## src/rtl/dmab_pkg.sv

```systemverilog
package dmab_pkg;

  typedef enum logic [1:0] {
    ST_IDLE = 2'd0,
    ST_DISK = 2'd1,
    ST_MEM  = 2'd2,
    ST_DONE = 2'd3
  } dmab_state_e;

  // outcome code: bit1 = failed, bit0 = towards storage
  typedef enum logic [1:0] {
    OUT_RD_OK  = 2'd0,
    OUT_WR_OK  = 2'd1,
    OUT_RD_ERR = 2'd2,
    OUT_WR_ERR = 2'd3
  } dmab_outcome_e;

  function automatic logic [1:0] outcome_code(input logic to_disk, input logic failed);
    return {failed, to_disk};
  endfunction

endpackage

```

## src/rtl/dmab_burst_buf.sv

```systemverilog
module dmab_burst_buf #(
  parameter int DATA_W = 32,
  parameter int BEATS  = 4,
  parameter int IDX_W  = 2
) (
  input  logic              clk,
  input  logic              wr_en,
  input  logic [IDX_W-1:0]  wr_idx,
  input  logic [DATA_W-1:0] wr_data,
  input  logic [IDX_W-1:0]  rd_idx,
  output logic [DATA_W-1:0] rd_data
);

  logic [DATA_W-1:0] word_q [BEATS];

  // staging storage, no reset needed: every word is written before read
  always_ff @(posedge clk) begin
    if (wr_en) begin
      word_q[wr_idx] <= wr_data;
    end
  end

  assign rd_data = word_q[rd_idx];

endmodule

```

## src/rtl/dmab_addr_gen.sv

```systemverilog
module dmab_addr_gen #(
  parameter int ADDR_W      = 32,
  parameter int SADDR_W     = 21,
  parameter int LBA_W       = 16,
  parameter int CNT_W       = 8,
  parameter int LEFT_W      = 11,
  parameter int BURST_BYTES = 16,
  parameter int BLK_SH      = 5,
  parameter int BPB_SH      = 3
) (
  input  logic               clk,
  input  logic               rst_n,
  input  logic               load,
  input  logic [ADDR_W-1:0]  buf_addr,
  input  logic [LBA_W-1:0]   first_lba,
  input  logic [CNT_W-1:0]   blk_cnt,
  input  logic               step_word,
  input  logic               step_burst,
  output logic [ADDR_W-1:0]  mem_addr,
  output logic [SADDR_W-1:0] st_addr,
  output logic               last_burst
);

  logic [ADDR_W-1:0]  mem_q, mem_d;
  logic [SADDR_W-1:0] st_q, st_d;
  logic [LEFT_W-1:0]  left_q, left_d;
  logic               en;

  always_comb begin
    mem_d  = mem_q;
    st_d   = st_q;
    left_d = left_q;
    if (load) begin
      mem_d  = buf_addr;
      st_d   = SADDR_W'(first_lba) << BLK_SH;
      left_d = LEFT_W'(blk_cnt) << BPB_SH;
    end else begin
      if (step_word) begin
        st_d = st_q + SADDR_W'(1);
      end
      if (step_burst) begin
        mem_d  = mem_q + ADDR_W'(BURST_BYTES);
        left_d = left_q - LEFT_W'(1);
      end
    end
  end

  assign en = load | step_word | step_burst;

  always_ff @(posedge clk or negedge rst_n) begin
    if (!rst_n) begin
      mem_q  <= '0;
      st_q   <= '0;
      left_q <= '0;
    end else if (en) begin
      mem_q  <= mem_d;
      st_q   <= st_d;
      left_q <= left_d;
    end
  end

  assign mem_addr   = mem_q;
  assign st_addr    = st_q;
  assign last_burst = (left_q == LEFT_W'(1));

endmodule

```

## src/rtl/dmab_engine.sv

```systemverilog
module dmab_engine
  import dmab_pkg::*;
#(
  parameter int ADDR_W      = 32,
  parameter int DATA_W      = 32,
  parameter int LBA_W       = 16,
  parameter int CNT_W       = 8,
  parameter int BURST_BYTES = 16,
  parameter int BLOCK_BYTES = 128,
  parameter int DEV_BLOCKS  = 64,
  localparam int WORD_BYTES  = DATA_W / 8,
  localparam int WOFF        = $clog2(WORD_BYTES),
  localparam int BEATS       = BURST_BYTES / WORD_BYTES,
  localparam int IDX_W       = (BEATS > 1) ? $clog2(BEATS) : 1,
  localparam int BLK_SH      = $clog2(BLOCK_BYTES / WORD_BYTES),
  localparam int BPB_SH      = $clog2(BLOCK_BYTES / BURST_BYTES),
  localparam int SADDR_W     = LBA_W + BLK_SH,
  localparam int LEFT_W      = CNT_W + BPB_SH,
  localparam int RNG_W       = ((LBA_W > CNT_W) ? LBA_W : CNT_W) + 1
) (
  input  logic               clk,
  input  logic               rst_n,
  input  logic               start,
  input  logic               dir_to_disk,
  input  logic [ADDR_W-1:0]  buf_addr,
  input  logic [LBA_W-1:0]   first_lba,
  input  logic [CNT_W-1:0]   blk_cnt,
  output logic               busy,
  output logic               done,
  output logic [1:0]         outcome,
  output logic               m_req,
  output logic               m_wr,
  output logic [ADDR_W-1:0]  m_addr,
  output logic               m_last,
  output logic [DATA_W-1:0]  m_wdata,
  input  logic               m_ack,
  input  logic               m_err,
  input  logic [DATA_W-1:0]  m_rdata,
  output logic               s_en,
  output logic               s_we,
  output logic [SADDR_W-1:0] s_addr,
  output logic [DATA_W-1:0]  s_wdata,
  input  logic [DATA_W-1:0]  s_rdata
);

  localparam logic [IDX_W:0]  BEATS_V = (IDX_W + 1)'(BEATS);
  localparam logic [IDX_W:0]  LAST_V  = (IDX_W + 1)'(BEATS - 1);
  localparam logic [RNG_W-1:0] DEV_V  = RNG_W'(DEV_BLOCKS);

  dmab_state_e        state_q, state_d;
  logic [IDX_W:0]     beat_q, beat_d;
  logic               dir_q, dir_d;
  logic [1:0]         out_q, out_d;
  logic               cap_v_q, cap_v_d;
  logic [IDX_W-1:0]   cap_idx_q, cap_idx_d;

  logic               load, step_word, step_burst, last_burst;
  logic               bw_en;
  logic [IDX_W-1:0]   bw_idx;
  logic [DATA_W-1:0]  bw_data, br_data;
  logic               bad_range, bad_align;

  assign bad_range = (RNG_W'(first_lba) + RNG_W'(blk_cnt)) > DEV_V;
  assign bad_align = |buf_addr[WOFF-1:0];

  dmab_addr_gen #(
    .ADDR_W(ADDR_W), .SADDR_W(SADDR_W), .LBA_W(LBA_W), .CNT_W(CNT_W),
    .LEFT_W(LEFT_W), .BURST_BYTES(BURST_BYTES), .BLK_SH(BLK_SH), .BPB_SH(BPB_SH)
  ) u_addr (
    .clk(clk), .rst_n(rst_n), .load(load), .buf_addr(buf_addr),
    .first_lba(first_lba), .blk_cnt(blk_cnt), .step_word(step_word),
    .step_burst(step_burst), .mem_addr(m_addr), .st_addr(s_addr),
    .last_burst(last_burst)
  );

  dmab_burst_buf #(.DATA_W(DATA_W), .BEATS(BEATS), .IDX_W(IDX_W)) u_buf (
    .clk(clk), .wr_en(bw_en), .wr_idx(bw_idx), .wr_data(bw_data),
    .rd_idx(beat_q[IDX_W-1:0]), .rd_data(br_data)
  );

  assign m_wdata = br_data;
  assign s_wdata = br_data;
  assign busy    = (state_q != ST_IDLE);
  assign done    = (state_q == ST_DONE);
  assign outcome = out_q;
  assign m_wr    = (state_q == ST_MEM) && !dir_q;
  assign m_last  = (state_q == ST_MEM) && (beat_q == LAST_V);

  always_comb begin
    state_d    = state_q;
    beat_d     = beat_q;
    dir_d      = dir_q;
    out_d      = out_q;
    load       = 1'b0;
    step_word  = 1'b0;
    step_burst = 1'b0;
    bw_en      = 1'b0;
    bw_idx     = beat_q[IDX_W-1:0];
    bw_data    = m_rdata;
    m_req      = 1'b0;
    s_en       = 1'b0;
    s_we       = 1'b0;
    unique case (state_q)
      ST_IDLE: begin
        if (start) begin
          dir_d  = dir_to_disk;
          load   = 1'b1;
          beat_d = '0;
          if (bad_range || bad_align) begin
            out_d   = outcome_code(dir_to_disk, 1'b1);
            state_d = ST_DONE;
          end else if (blk_cnt == '0) begin
            out_d   = outcome_code(dir_to_disk, 1'b0);
            state_d = ST_DONE;
          end else begin
            state_d = dir_to_disk ? ST_MEM : ST_DISK;
          end
        end
      end
      ST_DISK: begin
        if (!dir_q) begin
          // storage read: issue BEATS reads, capture one cycle later
          if (beat_q != BEATS_V) begin
            s_en      = 1'b1;
            step_word = 1'b1;
            beat_d    = beat_q + 1'b1;
          end
          if (cap_v_q) begin
            bw_en   = 1'b1;
            bw_idx  = cap_idx_q;
            bw_data = s_rdata;
            if (cap_idx_q == LAST_V[IDX_W-1:0]) begin
              beat_d  = '0;
              state_d = ST_MEM;
            end
          end
        end else begin
          s_en      = 1'b1;
          s_we      = 1'b1;
          step_word = 1'b1;
          if (beat_q == LAST_V) begin
            beat_d     = '0;
            step_burst = 1'b1;
            if (last_burst) begin
              out_d   = OUT_WR_OK;
              state_d = ST_DONE;
            end else begin
              state_d = ST_MEM;
            end
          end else begin
            beat_d = beat_q + 1'b1;
          end
        end
      end
      ST_MEM: begin
        m_req = 1'b1;
        if (m_ack) begin
          if (m_err) begin
            out_d   = outcome_code(dir_q, 1'b1);
            state_d = ST_DONE;
          end else begin
            bw_en = dir_q;
            if (beat_q == LAST_V) begin
              beat_d = '0;
              if (dir_q) begin
                state_d = ST_DISK;
              end else begin
                step_burst = 1'b1;
                if (last_burst) begin
                  out_d   = OUT_RD_OK;
                  state_d = ST_DONE;
                end else begin
                  state_d = ST_DISK;
                end
              end
            end else begin
              beat_d = beat_q + 1'b1;
            end
          end
        end
      end
      default: state_d = ST_IDLE;
    endcase
  end

  assign cap_v_d   = s_en && !s_we;
  assign cap_idx_d = beat_q[IDX_W-1:0];

  always_ff @(posedge clk or negedge rst_n) begin
    if (!rst_n) begin
      state_q   <= ST_IDLE;
      beat_q    <= '0;
      dir_q     <= 1'b0;
      out_q     <= OUT_RD_OK;
      cap_v_q   <= 1'b0;
      cap_idx_q <= '0;
    end else begin
      state_q   <= state_d;
      beat_q    <= beat_d;
      dir_q     <= dir_d;
      out_q     <= out_d;
      cap_v_q   <= cap_v_d;
      cap_idx_q <= cap_idx_d;
    end
  end

  // the two sides are served in turn
  a_r12_one_side: assert property (@(posedge clk) disable iff (!rst_n)
    !(m_req && s_en));

  // done is a single-cycle pulse
  a_r6_done_pulse: assert property (@(posedge clk) disable iff (!rst_n)
    done |=> !done);

  // a stalled beat keeps its address and last flag
  a_r4_hold_beat: assert property (@(posedge clk) disable iff (!rst_n)
    (m_req && !m_ack) |=> (m_req && $stable(m_addr) && $stable(m_last)));

  // no traffic when idle
  a_r1_quiet_idle: assert property (@(posedge clk) disable iff (!rst_n)
    !busy |-> (!m_req && !s_en));

  // an error response stops all traffic and ends the run
  a_r9_abort: assert property (@(posedge clk) disable iff (!rst_n)
    (m_req && m_ack && m_err) |=> (done && !m_req && !s_en));

endmodule

```

## config.mk

```make
export PLATFORM = sky130hd
export DESIGN_NAME = dmab_engine
export DESIGN_NICKNAME = d
export VERILOG_FILES = /design/src/rtl/dmab_pkg.sv /design/src/rtl/dmab_burst_buf.sv /design/src/rtl/dmab_addr_gen.sv /design/src/rtl/dmab_engine.sv
export SDC_FILE = /design/constraint.sdc
export NUM_CORES = 1
export LEC_CHECK = 0
export ABC_AREA = 1
export CORE_ASPECT_RATIO = 1.5
export CORE_UTILIZATION = 30
export CTS_CLUSTER_DIAMETER = 150
export CTS_CLUSTER_SIZE = 24
export DETAILED_ROUTE_END_ITERATION = 16
export GPL_TIMING_DRIVEN = 0
export SLEW_MARGIN = 30
export SYNTH_ARGS = -nofsm -noshare
export SYNTH_HDL_FRONTEND = slang
export SYNTH_SLANG_ARGS = --single-unit
export TNS_END_PERCENT = 10
```

## constraint.sdc

```tcl
create_clock -name clk -period 5.6 [get_ports clk]
set_input_delay 1.12 -clock clk [delete_from_list [all_inputs] [get_ports clk]]
set_output_delay 1.12 -clock clk [all_outputs]
set_load 0.05 [all_outputs]
```

# Word-level counts from Yosys, hierarchy flattened
# Memories as Yosys holds them, arrays and structs flattened.
# Cells that the tools add are included.
# word_totals
reg_bits	75
ram_bits	128
in_bits	126
out_inout_bits	126
elab_cells	127
mem_count	1
# mem_list
memory	depth	word_bits	rd	rd_clocked_by_memory_dff	wr	line_no	rtl
u_buf.word_q	4	32	1	0	1	dmab_burst_buf.sv:14	logic [DATA_W-1:0] word_q [BEATS];
# classes
addsub	5
order_cmp	1
n_eq_ne	20
mux	70
n_bitwise	2
reduce_logical	19
# op_table
op	n
$mux 32	5
$mux 2	27
$mux 21	2
$add 32x5->32 const B	1
$mux 3	8
$mux 11	2
$add 21x1->21 const B	1
$mux 1	21
$ne 3x3->1 const B	7
$add 16x8->17	1
$gt 17x7->1 const B	1
$ne 2x2->1 const B	6
$pmux 2 s3	2
$eq 11x1->1 const B	1
$sub 11x1->11 const B	1
$reduce_and 10->1	1
$pmux 3 s3	1
$logic_not 8->1	1
$eq 2x2->1 const B	3
$reduce_and 2->1	3
$reduce_and 6->1	1
$reduce_bool 2->1	3
$pmux 1 s2	2
$reduce_and 4->1	1
11 further kinds	15

# Logic depth before layout (Yosys ltp)
# depth
word_depth	7
ltp_mapped	18
ltp_nobuf	17

# Cells and area by module
# A second synthesis with hierarchy kept.
# hier_totals
cells_unflattened	1475
area_unflattened_um2	11970.2
# modules_own_cells
mod	instances	cells_per_inst	area_each_um2	seq_area_each_um2
dmab_burst_buf	1	509	5437.7	3843.7
dmab_addr_gen	1	578	4136.5	1601.5
dmab_engine	1	388	2396.0	275.3

# Least setup slack after synthesis
# OpenSTA, ideal clock, no wires.
# synth_timing
path_type	register -> register
start	reg state_q[0]
end	mem u_buf.word_q[1][0] (enable)
setup_time_ps	461
arrival_ps	3797
required_time_ps	5139
setup_slack_ps	1342
stages_incl_launch_ff	9
n_path_buf	0
period_less_slack_ps	4258
cell_sequence	dfrtp_1 > inv_1 > ha_1 > inv_2 > nor2_4 > nand2_1 > o21ai_0 > nand2_1 > nor3_1
# synth_via
elab_chain_cells	4
word_cells_on_any_way	6
classes_between	eq/ne: 2; mux: 4
# synth_rtl
element	line_no	rtl
from (decl)	dmab_engine.sv:50	dmab_state_e state_q, state_d;
from (signal assigned)	dmab_engine.sv:198	state_q <= state_d;
$eq 2x2->1 / $eq 2x1->1 (equally long branches)	dmab_engine.sv:103	unique case (state_q)
$pmux 1 s2	dmab_engine.sv:103	
$mux 1	dmab_burst_buf.sv:18	if (wr_en) begin
$mux 1 (implied by the code)	dmab_burst_buf.sv:19	word_q[wr_idx] <= wr_data;
to (decl)	dmab_burst_buf.sv:14	
# Several ways; a longest one is shown, not always the timed one.

# Worst setup path in the final report
# layout_timing
start	reg beat_q[0]
end	out s_wdata[29]
# layout_via
elab_chain_cells	1
# layout_rtl
element	line_no	rtl
from (decl)	dmab_engine.sv:51	logic [IDX_W:0] beat_q, beat_d;
from (signal assigned)	dmab_engine.sv:199	beat_q <= beat_d;
$mem_v2 4x32	--	
to (decl)	dmab_engine.sv:42	output logic [DATA_W-1:0] s_wdata,
# No other way between the ends.

==> impl_metrics.env <==
export IMPL_status="complete, no violations"
export IMPL_irDropWorstVdd_mv=0.3810
export IMPL_ctsResizeCount=0
export IMPL_syn2layout_area_growth_pct=34.26
export IMPL_finClkSkew_ns=0.02314
export IMPL_fin_ws_ns=1.110
export IMPL_post_cts_repair_setup_buffers=0
export IMPL_yosysSeqAreaShare_pct=53.13
export IMPL_start_util_pct=30.58
export IMPL_tightest_slew_ns=0.6112
export IMPL_max_cap_violations=0
export IMPL_grt_pass1_wl_um=48600
export IMPL_yosys_most_used_dff="edfxtp_1"
export IMPL_ant_nets=0
export IMPL_fin_nets=1551
export IMPL_drv_slew=0
export IMPL_synth_warnings=0
export IMPL_syn_instance_count=1118
export IMPL_dr_pass1_iters=5
export IMPL_powerDensity_mw_per_mm2=563.2
export IMPL_period_minus_slack_ns=4.490
export IMPL_worst_r2r_endpoint="u_buf.word_q[3][8]"
export IMPL_port_buffers=251
export IMPL_core_mm2=0.03521
export IMPL_timing_fmax_ghz=0.2227
export IMPL_startpoint="beat_q[0]"
export IMPL_drt_initial_drc_count=420
export IMPL_critPathRequiredTime_ns=4.48
export IMPL_end_kind="output port"
export IMPL_crit_chain="inv_1 > clkbuf_1 > clkbuf_1 > o21ai_0 > o22ai_1 > buf_4 > clkdlybuf4s50_1"
export IMPL_whs_ns=0.4807
export IMPL_reg2reg_slack_ns=2.24
export IMPL_synth_edf_count=128
export IMPL_overflow=0
export IMPL_synth_seq_cells=203
export IMPL_syn_nets=1265
export IMPL_cts_tree="built"
export IMPL_crit_path_max_fanout=10
export IMPL_drc=0
export IMPL_critPathBufInv=5
export IMPL_hpwlAfterDp_um=24870
export IMPL_clk_latency_ns=0.47
export IMPL_reg2reg_from="state_q[1]"
export IMPL_hold_path_class="input port to async pin"
export IMPL_htreeDepth=1
export IMPL_yosysUniqueCellTypes=53
export IMPL_cpMostUsedCell="clkbuf_1"
export IMPL_wirelength_um=31600
export IMPL_num_fill_cells=3476
export IMPL_clock_sink_count=203
export IMPL_grt_max_degree=57
export IMPL_rows=84
export IMPL_start_kind="flop"
export IMPL_cts_buffers=12
export IMPL_p_leak_uw=0.005667
export IMPL_final_hold_viol_count=0
export IMPL_rsz0062_at_grt="no"
export IMPL_final_layout_size_suffix_gt1_share_pct=11.63
export IMPL_cp_top_family="buffers and inverters"
export IMPL_gp_congestion=0.9173
export IMPL_finalSetupViolations=0
export IMPL_grt_pass1_vias=9066
export IMPL_clk_path_buf_depth=3
export IMPL_num_io_pins=252
export IMPL_viasPerCell=4.786
export IMPL_reg2reg_depth=12
export IMPL_cp_arrival_ns=3.37
export IMPL_vias=9016
export IMPL_clock_root_buffer="clkbuf_16"
export IMPL_hold_buffers=0
export IMPL_die_area_mm2=0.03667
export IMPL_die_w_um=156.7
export IMPL_syn_area_per_cell_um2=9.631
export IMPL_critical_path_class="flop to output port"
export IMPL_synth_area_mm2=0.01077
export IMPL_grt_usage_pct=17.25
export IMPL_cpMaxStageDelayCell="clkdlybuf4s50_1"
export IMPL_routedWlPerCell_um=16.77
export IMPL_fin_crit_sh_pct=80.19
export IMPL_max_slew_margin_pct=59.26
export IMPL_path_clk_slew_ns=0.10
export IMPL_async_reset_ff_share_pct=36.95
export IMPL_die_y_um=234.0
export IMPL_cpPeakStageDelay_ns=0.79
export IMPL_antenna_found_initial=1
export IMPL_dp_slack_ns=1.551
[cells in the mapped netlist (2+ instances only)]
library cell	instances	share of area (%)
nor3_2	4	0.37
nand4_2	2	0.23
nor2_1	122	4.3
buf_4	34	2.4
nand3_1	51	2.4
o21ai_0	80	3.7
o211ai_1	13	0.91
o221ai_1	13	1.1
inv_2	7	0.24
xor2_1	31	2.5
ha_1	20	2.3
nor2_4	11	1.2
nor2_2	8	0.46
buf_2	9	0.42
nand2_2	4	0.23
xnor2_1	14	1.1
nand2_1	224	7.8
clkbuf_1	25	0.87
nor4_1	3	0.17
mux2_2	32	3.3
a21oi_1	19	0.88
nand4_1	19	1.1
edfxtp_1	128	36
o22ai_1	35	2.0
and3_1	2	0.12
nand3b_1	5	0.35
a31oi_1	2	0.12
dfrtp_1	75	17
or2_1	3	0.17
o311ai_0	2	0.16
inv_1	79	2.8
nor3_1	16	0.74
nand3_2	6	0.56
[registers in the layout, summed over array words and instances, names as in the netlist]
name / count
u_buf.word_q: 128
u_addr.mem_addr: 32
u_addr.st_addr: 21
u_addr.left_q: 11
beat_q: 3
cap_idx_q: 2
outcome: 2
state_q: 2
cap_v_q: 1
dir_q: 1
[metrics by stage]
| step | TNS, ns | cell area [µm²] | std cells | total power, µW | utilization [%] |
|---|---|---|---|---|---|
| 6_report | 0 | 14460 | 1884 | 8142 | 41.06 |
| 5_1_grt | 0 | 14460 | 1884 | 8570 | 41.06 |
| 4_1_cts | 0 | 14450 | 1883 | 8220 | 41.05 |
| 3_5_place_dp | 0 | 14090 | 1863 | 7277 | 40.02 |
| 3_3_place_gp | -125.45 | 13870 | 1842 | 7221 | 39.40 |
| 2_1_floorplan | 0 | 10770 | 1118 | 5562 | - |
[cell usage in the layout, fill, tap and decap left out, types with 12 or more instances in the layout]
master           instances
inv_1                   79
ha_1                    20
o22ai_1                 35
xnor2_1                 14
nor2_1                 122
nor3_1                  12
clkbuf_16               13
a21oi_1                 19
mux2_2                  32
clkbuf_1                31
nand3_1                 51
o221ai_1                13
dfrtp_1                 75
clkdlybuf4s50_1        250
o21ai_0                 80
nand2_1                224
nand4_1                 19
edfxtp_1               128
o211ai_1                13
xor2_1                  31
buf_4                   49
[logic make-up after synthesis]
logic type	after synthesis	synth area share [%]
compound gates	175	9.795
xor+xnor	45	3.660
fa+ha+maj	21	2.510
flops	203	53.13
simple gates	486	20.76
buf+inv	156	6.797
mux	32	3.347
[layer usage]
metal / GRT usage [%] / part of all wire (%) / vias to the layer above
met5: 0 / 0 / -
met1: 18.12 / 37 / 4325
li1: - / - / 4385
met4: 6.587 / 3.2 / 0
met3: 1.885 / 4.4 / 49
met2: 34.46 / 56 / 257
[power by group]
part,internal (µW),switching [µW]
Sequential,1880,302
Clock,438,491
Combinational,1680,3350
Total,4000,4140
[worst max-delay path by stage]
| stage | end | slack (ns) | depth (start not counted) |
|---|---|---|---|
| floorplan | u_buf.word_q[1][0] | 1.34 | 8 |
| global placement | u_buf.word_q[3][6] | -1.13 | 6 |
| detailed placement | s_wdata[29] | 1.55 | 7 |
| CTS | s_wdata[29] | 1.04 | 7 |
| global route | s_en | 0.94 | 8 |
| finish | s_wdata[29] | 1.11 | 7 |
[area by class of cell]
type / count / area, µm² / share of cell area, %
antenna: 1 / 2.502 / 0.01731
clock inverter: 1 / 16.27 / 0.1125
multi-input combinational: 759 / 4335 / 29.99
buffer: 70 / 409.1 / 2.830
clock buffer: 19 / 347.8 / 2.406
tap: 473 / 591.8 / 4.094
inverter: 86 / 322.8 / 2.233
sequential: 203 / 5720 / 39.57
timing repair buffer: 272 / 2710 / 18.75
Power figures use the tool's default switching activity.
